[config.mk]
export PLATFORM = sky130hd
export DESIGN_NAME = sleep_wdt_ctrl
export DESIGN_NICKNAME = d
export VERILOG_FILES = /design/src/rtl/sleep_wdt_pkg.sv /design/src/rtl/sleep_wdt_phase.sv /design/src/rtl/sleep_wdt_decode.sv /design/src/rtl/sleep_wdt_timer.sv /design/src/rtl/sleep_wdt_ctrl.sv
export SDC_FILE = /design/constraint.sdc
export NUM_CORES = 1
export LEC_CHECK = 0
export ABC_AREA = 0
export BUFFER_PORTS_ARGS = -buffer_cell sky130_fd_sc_hd__buf_4
export CAP_MARGIN = 0
export CORE_MARGIN = 2
export CORE_UTILIZATION = 48
export CTS_BUF_LIST = sky130_fd_sc_hd__clkbuf_2 sky130_fd_sc_hd__clkbuf_4 sky130_fd_sc_hd__clkbuf_8
export CTS_CLUSTER_SIZE = 14
export DETAILED_ROUTE_END_ITERATION = 8
export PLACE_DENSITY = 0.8
export SYNTH_ARGS = -nofsm -noshare
export SYNTH_HDL_FRONTEND = slang
export SYNTH_SLANG_ARGS = --single-unit
[constraint.sdc]
create_clock -name clk -period 1.65 [get_ports clk]
set_input_delay 0.33 -clock clk [delete_from_list [all_inputs] [get_ports clk]]
set_output_delay 0.33 -clock clk [all_outputs]
set_load 0.03 [all_outputs]
[src/rtl/sleep_wdt_pkg.sv]
package sleep_wdt_pkg;
  typedef enum logic [1:0] {
    PH_Q1 = 2'd0,
    PH_Q2 = 2'd1,
    PH_Q3 = 2'd2,
    PH_Q4 = 2'd3
  } phase_t;

  typedef struct packed {
    logic pwrdn;
    logic wdclr;
  } op_t;
endpackage

[src/rtl/sleep_wdt_phase.sv]
module sleep_wdt_phase
  import sleep_wdt_pkg::*;
(
  input  logic   clk,
  input  logic   rst,
  input  logic   hold,
  output phase_t phase
);
  // Four-phase sequencer; parked on Q1 while the core clock is stopped.
  always_ff @(posedge clk) begin
    if (rst)       phase <= PH_Q1;
    else if (hold) phase <= PH_Q1;
    else           phase <= phase_t'(phase + 2'd1);
  end
endmodule

[src/rtl/sleep_wdt_decode.sv]
module sleep_wdt_decode
  import sleep_wdt_pkg::*;
#(
  parameter int          IW        = 16,
  parameter logic [IW-1:0] PWRDN_OPC = 16'h0003,
  parameter logic [IW-1:0] WDCLR_OPC = 16'h0004
) (
  input  logic          clk,
  input  logic          rst,
  input  phase_t        phase,
  input  logic          hold,
  input  logic          valid,
  input  logic [IW-1:0] word,
  output op_t           op
);
  op_t dec;

  always_comb begin
    dec       = '0;
    dec.pwrdn = valid && (word == PWRDN_OPC);
    dec.wdclr = valid && (word == WDCLR_OPC);
  end

  // Latch in Q1, retire in Q4.
  always_ff @(posedge clk) begin
    if (rst)                           op <= '0;
    else if (phase == PH_Q1 && !hold)  op <= dec;
    else if (phase == PH_Q4)           op <= '0;
  end
endmodule

[src/rtl/sleep_wdt_timer.sv]
module sleep_wdt_timer #(
  parameter int CNT_W  = 4,
  parameter int POST_W = 2
) (
  input  logic clk,
  input  logic rst,
  input  logic tick,
  input  logic clr,
  output logic ovf
);
  logic [CNT_W-1:0] cnt;
  logic             post_full;
  logic             cnt_wrap;

  assign cnt_wrap = tick && (&cnt);

  always_ff @(posedge clk) begin
    if (rst || clr)  cnt <= '0;
    else if (tick)   cnt <= cnt + 1'b1;
  end

  generate
    if (POST_W > 0) begin : g_post
      logic [POST_W-1:0] post;
      always_ff @(posedge clk) begin
        if (rst || clr)    post <= '0;
        else if (cnt_wrap) post <= post + 1'b1;
      end
      assign post_full = &post;
    end else begin : g_nopost
      assign post_full = 1'b1;
    end
  endgenerate

  assign ovf = cnt_wrap && post_full && !clr;
endmodule

[src/rtl/sleep_wdt_ctrl.sv]
module sleep_wdt_ctrl
  import sleep_wdt_pkg::*;
#(
  parameter int          CNT_W     = 4,
  parameter int          POST_W    = 2,
  parameter int          IW        = 16,
  parameter logic [IW-1:0] PWRDN_OPC = 16'h0003,
  parameter logic [IW-1:0] WDCLR_OPC = 16'h0004
) (
  input  logic          clk,
  input  logic          rst,
  input  logic          instr_valid,
  input  logic [IW-1:0] instr_word,
  input  logic          wdt_tick,
  input  logic          wake_ext,
  output logic [1:0]    qphase,
  output logic          to_flag,
  output logic          pd_flag,
  output logic          clk_stop_req,
  output logic          wake_pulse,
  output logic          wake_by_wdt,
  output logic          wdt_reset_req
);
  phase_t phase;
  op_t    op;
  logic   wdt_ovf;
  logic   do_pwrdn;
  logic   do_wdclr;

  sleep_wdt_phase u_phase (
    .clk   (clk),
    .rst   (rst),
    .hold  (clk_stop_req),
    .phase (phase)
  );

  sleep_wdt_decode #(
    .IW        (IW),
    .PWRDN_OPC (PWRDN_OPC),
    .WDCLR_OPC (WDCLR_OPC)
  ) u_dec (
    .clk   (clk),
    .rst   (rst),
    .phase (phase),
    .hold  (clk_stop_req),
    .valid (instr_valid),
    .word  (instr_word),
    .op    (op)
  );

  assign do_pwrdn = op.pwrdn && (phase == PH_Q3);
  assign do_wdclr = op.wdclr && (phase == PH_Q3);

  sleep_wdt_timer #(
    .CNT_W  (CNT_W),
    .POST_W (POST_W)
  ) u_wdt (
    .clk  (clk),
    .rst  (rst),
    .tick (wdt_tick),
    .clr  (do_pwrdn || do_wdclr),
    .ovf  (wdt_ovf)
  );

  assign qphase = phase;

  always_ff @(posedge clk) begin
    if (rst) begin
      to_flag       <= 1'b1;
      pd_flag       <= 1'b1;
      clk_stop_req  <= 1'b0;
      wake_pulse    <= 1'b0;
      wake_by_wdt   <= 1'b0;
      wdt_reset_req <= 1'b0;
    end else begin
      wake_pulse    <= 1'b0;
      wdt_reset_req <= 1'b0;
      if (clk_stop_req) begin
        if (wdt_ovf) begin
          clk_stop_req <= 1'b0;
          to_flag      <= 1'b0;
          wake_by_wdt  <= 1'b1;
          wake_pulse   <= 1'b1;
        end else if (wake_ext) begin
          clk_stop_req <= 1'b0;
          wake_by_wdt  <= 1'b0;
          wake_pulse   <= 1'b1;
        end
      end else begin
        if (do_wdclr) begin
          to_flag <= 1'b1;
          pd_flag <= 1'b1;
        end else if (do_pwrdn) begin
          to_flag <= 1'b1;
          pd_flag <= 1'b0;
        end else if (wdt_ovf) begin
          to_flag       <= 1'b0;
          wdt_reset_req <= 1'b1;
        end
        if (op.pwrdn && phase == PH_Q4) clk_stop_req <= 1'b1;
      end
    end
  end
endmodule

==> results of run 1 <==
[cell families (layout without fill, tap and decap cells)]
kind of cell	count (synthesis)	in the layout
AO/OA/AOI/OAI	8	8
XOR/XNOR	4	4
AND/OR/NAND/NOR	35	35
adder cells (fa/ha/maj)	5	5
multiplexers	2	2
flip-flops	16	16
buffers and inverters	5	35
[per-layer routing]
metal  vias to the layer above  share of wire  global-route usage
met5                         -              0                   0
met4                         0              0              0.0188
met3                         0          0.044              0.0862
met2                        13           0.49               0.292
li1                        323              -                   -
met1                       278           0.46               0.217
[sequential cells by signal, summed over array words and instances (netlist names)]
| name | cells |
|---|---|
| wake_pulse | 1 |
| clk_stop_req | 1 |
| u_wdt.g_post.post | 2 |
| wdt_reset_req | 1 |
| u_wdt.cnt | 4 |
| u_phase.phase | 2 |
| u_dec.op | 2 |
| wake_by_wdt | 1 |
| pd_flag | 1 |
| to_flag | 1 |
[metrics by stage]
stage               setup slack [ps]  total power [W]
floorplan                        167         0.000458
global placement                 105         0.000510
detailed placement              79.7         0.000515
CTS                              236         0.000760
global route                     102         0.000788
finish                           215         0.000750
[final timing paths]
kind	to	start	depth (start not counted)
setup reg to reg	clk_stop_req$_SDFF_PP0_	u_phase.phase[0]$_SDFF_PP0_	6
hold reg to reg	wake_by_wdt$_SDFFE_PP0P_	wake_by_wdt$_SDFFE_PP0P_	2
setup / recovery	clk_stop_req$_SDFF_PP0_	u_phase.phase[0]$_SDFF_PP0_	6
hold / removal	clk_stop_req$_SDFF_PP0_	rst	2
[final cells by class]
cell class,instances,share of cell area
Sequential cell,16,0.334
Tap cell,15,0.0196
Inverter,3,0.0117
Multi-Input combinational cell,54,0.378
Clock buffer,4,0.0378
Timing Repair Buffer,28,0.219
[power by group through the flow]
stage,logic (W),clock network (W),registers [W]
floorplan,0.0000373,0,0.000421
global placement,0.0000964,0,0.000413
detailed placement,0.000101,0,0.000414
CTS,0.000101,0.000254,0.000405
global route,0.000111,0.000270,0.000407
finish,0.000100,0.000244,0.000405
[cells in the final DEF, fill, tap and decap left out, types with 2 or more instances in the layout]
| cell | netlist | routed |
|---|---|---|
| ha_1 | 5 | 5 |
| clkbuf_4 | 0 | 3 |
| and4_1 | 2 | 2 |
| nor2b_1 | 2 | 2 |
| nor3_1 | 4 | 4 |
| xor2_1 | 2 | 2 |
| nor3b_1 | 2 | 2 |
| nor4_1 | 2 | 2 |
| o21ai_0 | 2 | 2 |
| inv_1 | 3 | 3 |
| buf_4 | 0 | 28 |
| dfxtp_1 | 16 | 16 |
| nor2_1 | 10 | 10 |
| nand2_1 | 6 | 6 |
| nand2b_1 | 3 | 3 |
| xnor2_1 | 2 | 2 |
| a22o_1 | 2 | 2 |
| mux2i_1 | 2 | 2 |
==> results.sh, run 1 <==
export IMPL_multiInputGateArea_um2=363
export IMPL_path_buf_inv=1
export IMPL_cell_internal_pwr_w=0.000586
export IMPL_register_area_um2=320
export IMPL_final_nets=132
export IMPL_ys_flop_type="dfxtp_1"
export IMPL_initial_utilization=0.526
export IMPL_synth_nets=101
export IMPL_p_per_area_nw_per_um2=781
export IMPL_dp_cells=116
export IMPL_synth_most_common_cell="dfxtp_1"
export IMPL_critical_path_top_delay_family="flip-flops"
export IMPL_drive_gt1_frac=0.314
export IMPL_final_area_um2=960
export IMPL_synth_area_leaders="dfxtp_1, ha_1, nor2_1"
export IMPL_hold_buffers=0
export IMPL_setup_viol=0
export IMPL_synth_edf_count=0
export IMPL_worstSetupStartpointType="flop"
export IMPL_finalCritPeriodShare=0.870
export IMPL_track_usage=0.178
export IMPL_area_growth_pct=36.7
export IMPL_num_vias=614
export IMPL_synth_seq_area_share=0.456
export IMPL_ys_warn_count=0
export IMPL_cts_buffers=3
export IMPL_slew_headroom=0.764
export IMPL_syn_inst=75
export IMPL_cap_violations=0
export IMPL_synth_compound_area_frac=0.0784
export IMPL_io_buffers=28
export IMPL_path_class="flop to flop"
export IMPL_fin_skew_ps=2.14
export IMPL_cts_resized=0
export IMPL_ys_ff_latch=16
export IMPL_vias_per_cell=5.12
export IMPL_grt_pass1_wl_um=2430
export IMPL_clock_sinks=16
export IMPL_netlist_area_leader_share=0.456
export IMPL_finalMaxSlewViolations=0
export IMPL_cpMaxStageDelayCell="dfxtp_1"
export IMPL_gp_congestion=0.694
export IMPL_synth_top_family_by_area="simple AND/OR/NAND/NOR gates"
export IMPL_end_kind="flop"
export IMPL_cts_htree_levels=1
export IMPL_synth_fa_ha_area_frac=0.0891
export IMPL_sw_frac_of_total=0.218
export IMPL_clockBufferDepth=2
export IMPL_antenna_found_initial=0
export IMPL_p_leak_nw=0.432
export IMPL_path_max_fanout=5
export IMPL_combPwrFrac=0.134
export IMPL_dieWidth_um=42.2
export IMPL_gr_total_overflow=0
export IMPL_async_flop_share=0
export IMPL_synth_top_cells_by_count="dfxtp_1, nor2_1, nand2_1"
export IMPL_wl_per_cell_um=11.6
export IMPL_synth_xor_xnor_area_share=0.0499
export IMPL_grt_setup_unrepaired="no"
export IMPL_drc=0
export IMPL_diodes=0
export IMPL_dieArea_um2=1780
export IMPL_syn_avg_cell_area_um2=9.36
export IMPL_utilization=0.720
export IMPL_yosys_mux_area_fraction=0.0285
export IMPL_dpl_hpwl_um=1140
export IMPL_path_cells="inv_1 > ha_1 > o21ai_0 > nand3_1 > a31oi_1 > nor2_1"
export IMPL_drtPass1Iterations=4
export IMPL_fill_cells=110
export IMPL_drtIter0Drc=4
export IMPL_clk_pin_slew_ps=80
export IMPL_required_ps=1830
export IMPL_rows=13
export IMPL_max_freq_mhz=697
export IMPL_wl_um=1390
export IMPL_p_seq_frac=0.540
export IMPL_grt_max_degree=12
export IMPL_post_dp_cell_area_um2=923
export IMPL_detail_route_antenna_nets=0
export IMPL_io_pins=29
export IMPL_tns_ps=0
export IMPL_synth_cell_types=25
export IMPL_tightest_slew_ps=350
export IMPL_die_h_um=42.2
export IMPL_grt_pass1_vias=596
export IMPL_slowest_delay_ps=380
export IMPL_status="finished clean"
export IMPL_cts_tree="built"
export IMPL_whs_ps=295
export IMPL_clk_latency_ps=280
export IMPL_power_clock_fraction=0.326
export IMPL_netlist_area_um2=702
export IMPL_design_core_area_um2=1330
export IMPL_layout_cells_non_filler=120
export IMPL_yosys_area_top_type="dfxtp_1"
export IMPL_cts_root_buf="clkbuf_4"
export IMPL_hold_class="input port to flop"
export IMPL_cp_arrival_ps=1610
export IMPL_synth_simple_gate_area_frac=0.271
export IMPL_ir_drop_uv=477
export IMPL_finalHoldViolCount=0
export IMPL_period_needed_ps=1430
export IMPL_postCtsSetupBuffers=0
export IMPL_reg2reg_slack_ps=220
export IMPL_power_switching_w=0.000164
Power figures use the tool's default switching activity.
==> run 2: changes to the inputs <==
Settings changed: CORE_MARGIN 2 to default.
==> results.sh, run 2 (synthesis results as in run 1) <==
export IMPL_status="finished clean"
export IMPL_wl_um=1470
export IMPL_worstSetupStartpointType="flop"
export IMPL_detail_route_antenna_nets=0
export IMPL_path_max_fanout=5
export IMPL_fin_skew_ps=3.10
export IMPL_wl_per_cell_um=12.1
export IMPL_initial_utilization=0.526
export IMPL_mostFrequentLayoutCells="buf_4, dfxtp_1, nor2_1"
export IMPL_clockBufferDepth=2
export IMPL_antenna_found_initial=0
export IMPL_io_buffers=28
export IMPL_hold_buffers=0
export IMPL_max_freq_mhz=702
export IMPL_finalCritPeriodShare=0.863
export IMPL_gp_congestion=0.690
export IMPL_design_core_area_um2=1330
export IMPL_cts_tree="built"
export IMPL_dpl_hpwl_um=1130
export IMPL_path_cells="inv_1 > ha_1 > o21ai_0 > nand3_1 > a31oi_1 > nor2_1"
export IMPL_end_kind="flop"
export IMPL_cts_htree_levels=1
export IMPL_finalHoldViolCount=0
export IMPL_cts_root_buf="clkbuf_4"
export IMPL_period_needed_ps=1420
export IMPL_slowest_delay_ps=390
export IMPL_dieWidth_um=40.2
export IMPL_finalMaxSlewViolations=0
export IMPL_wl_met2_um=766
export IMPL_diodes=0
export IMPL_top_layer_used="met4"
export IMPL_io_pins=29
export IMPL_p_per_area_nw_per_um2=786
export IMPL_final_area_um2=967
export IMPL_grt_setup_unrepaired="no"
export IMPL_path_class="flop to flop"
export IMPL_clk_latency_ps=280
export IMPL_hold_class="input port to flop"
export IMPL_worstSetupPathDepth=6
export IMPL_met1_length_um=638
export IMPL_required_ps=1830
export IMPL_cap_violations=0
export IMPL_cp_arrival_ps=1610
export IMPL_grt_pass1_vias=557
export IMPL_largest_register="u_wdt.cnt"
export IMPL_slew_headroom=0.760
export IMPL_setup_viol=0
export IMPL_drtIter0Drc=10
export IMPL_vias_per_cell=5.24
export IMPL_drtPass1Iterations=4
export IMPL_cts_resized=0
export IMPL_dp_cells=117
export IMPL_postCtsSetupBuffers=0
export IMPL_dr_wl_met3_um=43
export IMPL_final_nets=133
export IMPL_dieArea_um2=1620
export IMPL_cts_buffers=3
export IMPL_clk_pin_slew_ps=90
export IMPL_cpMaxStageDelayCell="dfxtp_1"
export IMPL_p_leak_nw=0.437
export IMPL_largest_reg_flops=4
export IMPL_die_h_um=40.2
export IMPL_track_usage=0.211
export IMPL_layout_cells_non_filler=121
export IMPL_clock_sinks=16
export IMPL_drive_gt1_frac=0.321
export IMPL_gr_total_overflow=0
export IMPL_ir_drop_uv=487
export IMPL_grt_pass1_wl_um=2240
export IMPL_grt_max_degree=12
export IMPL_post_dp_cell_area_um2=931
export IMPL_tns_ps=0
export IMPL_path_buf_inv=1
export IMPL_rows=13
export IMPL_critical_path_top_delay_family="flip-flops"
export IMPL_holdPathStages=3
export IMPL_num_vias=634
export IMPL_p_total_w=0.000760
export IMPL_tightest_slew_ps=357
export IMPL_area_growth_pct=37.8
export IMPL_drc=0
export IMPL_layout_commonest_cell="buf_4"
export IMPL_r2r_cells=6
-- run 2: tightest hold or removal path: stages --
cell and delay (ps):
buf_4 110, xnor2_1 60, nor2_1 70
-- run 2: area by class of cell --
class | instances | area (um2)
clock buffers | 4 | 36.3
fillers | 109 | 367
inverters | 3 | 11.3
multi-input cells | 54 | 363
flip-flops and latches | 16 | 320
well taps | 15 | 18.8
repair buffers | 29 | 218
-- run 2: per-layer routing --
metal	GRT usage	vias up
met5	0	-
met4	0.100	0
met3	0.0500	4
met2	0.371	11
met1	0.236	295
li1	-	324
-- run 2: power by group --
group | switching (W) | total [W] | internal [W]
registers | 0.00000993 | 0.000406 | 0.000396
logic | 0.0000440 | 0.000101 | 0.0000569
clock network | 0.000119 | 0.000254 | 0.000134
total | 0.000173 | 0.000760 | 0.000587
-- run 2: per-stage QoR --
| step | hold slack, ps | setup WS, ps | utilization |
|---|---|---|---|
| after floorplan | 465 | 167 | - |
| after global placement | 465 | 127 | 0.698 |
| after detailed placement | 466 | 71.9 | 0.698 |
| after CTS | 313 | 234 | 0.725 |
| after global routing | 320 | 66.5 | 0.725 |
| final | 322 | 226 | 0.725 |
-- run 2: path summary, 6_finish.rpt --
check / start / end / slack [ps]
max: u_phase.phase[0]$_SDFF_PP0_ / clk_stop_req$_SDFF_PP0_ / 230
min: wdt_tick / u_wdt.cnt[0]$_SDFFE_PP0P_ / 320
max reg2reg: u_phase.phase[0]$_SDFF_PP0_ / clk_stop_req$_SDFF_PP0_ / 230
min reg2reg: wake_by_wdt$_SDFFE_PP0P_ / wake_by_wdt$_SDFFE_PP0P_ / 470
==> run 3: changes to the inputs <==
Settings changed: CORE_UTILIZATION 48 to 45, GPL_TIMING_DRIVEN from default to 0, PLACE_DENSITY 0.8 to 0.76.
==> results.sh, run 3 (synthesis results as in run 1) <==
export IMPL_status="finished clean"
export IMPL_drc=0
export IMPL_cts_resized=0
export IMPL_cp_arrival_ps=1640
export IMPL_regToRegStartpoint="u_phase.phase[0]$_SDFF_PP0_"
export IMPL_cap_violations=0
export IMPL_p_leak_nw=0.435
export IMPL_layout_commonest_cell="buf_4"
export IMPL_detail_route_antenna_nets=0
export IMPL_initial_utilization=0.508
export IMPL_r2r_cells=6
export IMPL_finalHoldViolCount=0
export IMPL_wl_per_cell_um=12.0
export IMPL_largest_register="u_wdt.cnt"
export IMPL_design_core_area_um2=1380
export IMPL_area_growth_pct=37.8
export IMPL_cts_buffers=3
export IMPL_period_needed_ps=1470
export IMPL_drive_gt1_frac=0.308
export IMPL_fin_skew_ps=5.13
export IMPL_cts_tree="built"
export IMPL_num_vias=626
export IMPL_grt_max_degree=11
export IMPL_track_usage=0.178
export IMPL_worstSetupStartpointType="flop"
export IMPL_gr_total_overflow=0
export IMPL_finalMaxSlewViolations=0
export IMPL_mostFrequentLayoutCells="buf_4, dfxtp_1, nor2_1"
export IMPL_drtPass1Iterations=4
export IMPL_p_per_area_nw_per_um2=782
export IMPL_grt_pass1_wl_um=2350
export IMPL_vias_per_cell=5.13
export IMPL_io_buffers=28
export IMPL_gp_congestion=0.704
export IMPL_reg2reg_slack_ps=180
export IMPL_tightest_slew_ps=379
export IMPL_antenna_found_initial=0
export IMPL_dieWidth_um=41.5
export IMPL_slew_headroom=0.744
export IMPL_tns_ps=0
export IMPL_path_max_fanout=5
export IMPL_required_ps=1820
export IMPL_clk_pin_slew_ps=90
export IMPL_setup_worst_path_end="clk_stop_req$_SDFF_PP0_"
export IMPL_wl_um=1460
export IMPL_post_dp_cell_area_um2=931
export IMPL_drtIter0Drc=12
export IMPL_clockBufferDepth=2
export IMPL_clock_sinks=16
export IMPL_cts_root_buf="clkbuf_4"
export IMPL_hold_buffers=0
export IMPL_hold_class="input port to flop"
export IMPL_die_h_um=41.5
export IMPL_final_nets=134
export IMPL_rr_endpoint="clk_stop_req$_SDFF_PP0_"
export IMPL_ir_drop_uv=847
export IMPL_io_pins=29
export IMPL_dpl_hpwl_um=1190
export IMPL_cts_htree_levels=1
export IMPL_grt_setup_unrepaired="no"
export IMPL_dieArea_um2=1720
export IMPL_largest_reg_flops=4
export IMPL_max_freq_mhz=679
export IMPL_rows=13
export IMPL_setup_viol=0
export IMPL_crit_start="u_phase.phase[0]$_SDFF_PP0_"
export IMPL_path_class="flop to flop"
export IMPL_grt_pass1_vias=590
export IMPL_clk_latency_ps=280
export IMPL_postCtsSetupBuffers=0
export IMPL_diodes=0
export IMPL_finalCritPeriodShare=0.893
export IMPL_end_kind="flop"
export IMPL_final_area_um2=967
export IMPL_utilization=0.700
## run 3: changes by cell type in the layout (fill, tap and decap cells not counted), sizes merged
cell    before  now
buf         29   28
clkbuf       4    6
## run 3: through the flow
stage	hold WS [ps]	setup slack, ps	power [W]	instances
final	319	177	0.000757	122
after CTS	318	177	0.000762	122
after global routing	321	70.2	0.000794	122
after global placement	461	116	0.000510	118
after floorplan	465	167	0.000458	75
after detailed placement	468	90.2	0.000515	118
## run 3: cell type report
cell class	count	area (um2)
Clock buffer	4	36.3
Fill cell	110	415
Sequential cell	16	320
Multi-Input combinational cell	54	363
Timing Repair Buffer	28	210
Inverter	3	11.3
Buffer	2	7.51
Tap cell	15	18.8
## run 3: power by group
part | internal, W | switching (W) | leakage (nW)
clock | 0.000134 | 0.000116 | 0.0210
combinational | 0.0000564 | 0.0000445 | 0.284
sequential | 0.000396 | 0.00000967 | 0.130
## run 3: worst min path at each step
stage,start,to,cells after the start
2_1_floorplan,u_wdt.g_post.post[1]$_SDFFE_PP0P_,u_wdt.g_post.post[1]$_SDFFE_PP0P_,2
5_1_grt,wake_ext,wake_pulse$_SDFF_PP0_,3
4_1_cts,wdt_tick,u_wdt.cnt[0]$_SDFFE_PP0P_,3
6_report,wdt_tick,u_wdt.cnt[0]$_SDFFE_PP0P_,3
3_3_place_gp,wake_by_wdt$_SDFFE_PP0P_,wake_by_wdt$_SDFFE_PP0P_,2
3_5_place_dp,wake_by_wdt$_SDFFE_PP0P_,wake_by_wdt$_SDFFE_PP0P_,2
## run 3: worst max-delay path, stage by stage (launching register included)
cell,delay (ps)
dfxtp_1,400
inv_1,80
ha_1,210
o21ai_0,160
nand3_1,250
a31oi_1,220
nor2_1,50
## run 3: layer usage
metal	track usage	vias to the layer above	routed length (um)
met5	0	-	0
met3	0.0870	2	77
li1	-	328	-
met2	0.294	16	741
met4	0.0581	0	15
met1	0.200	280	625
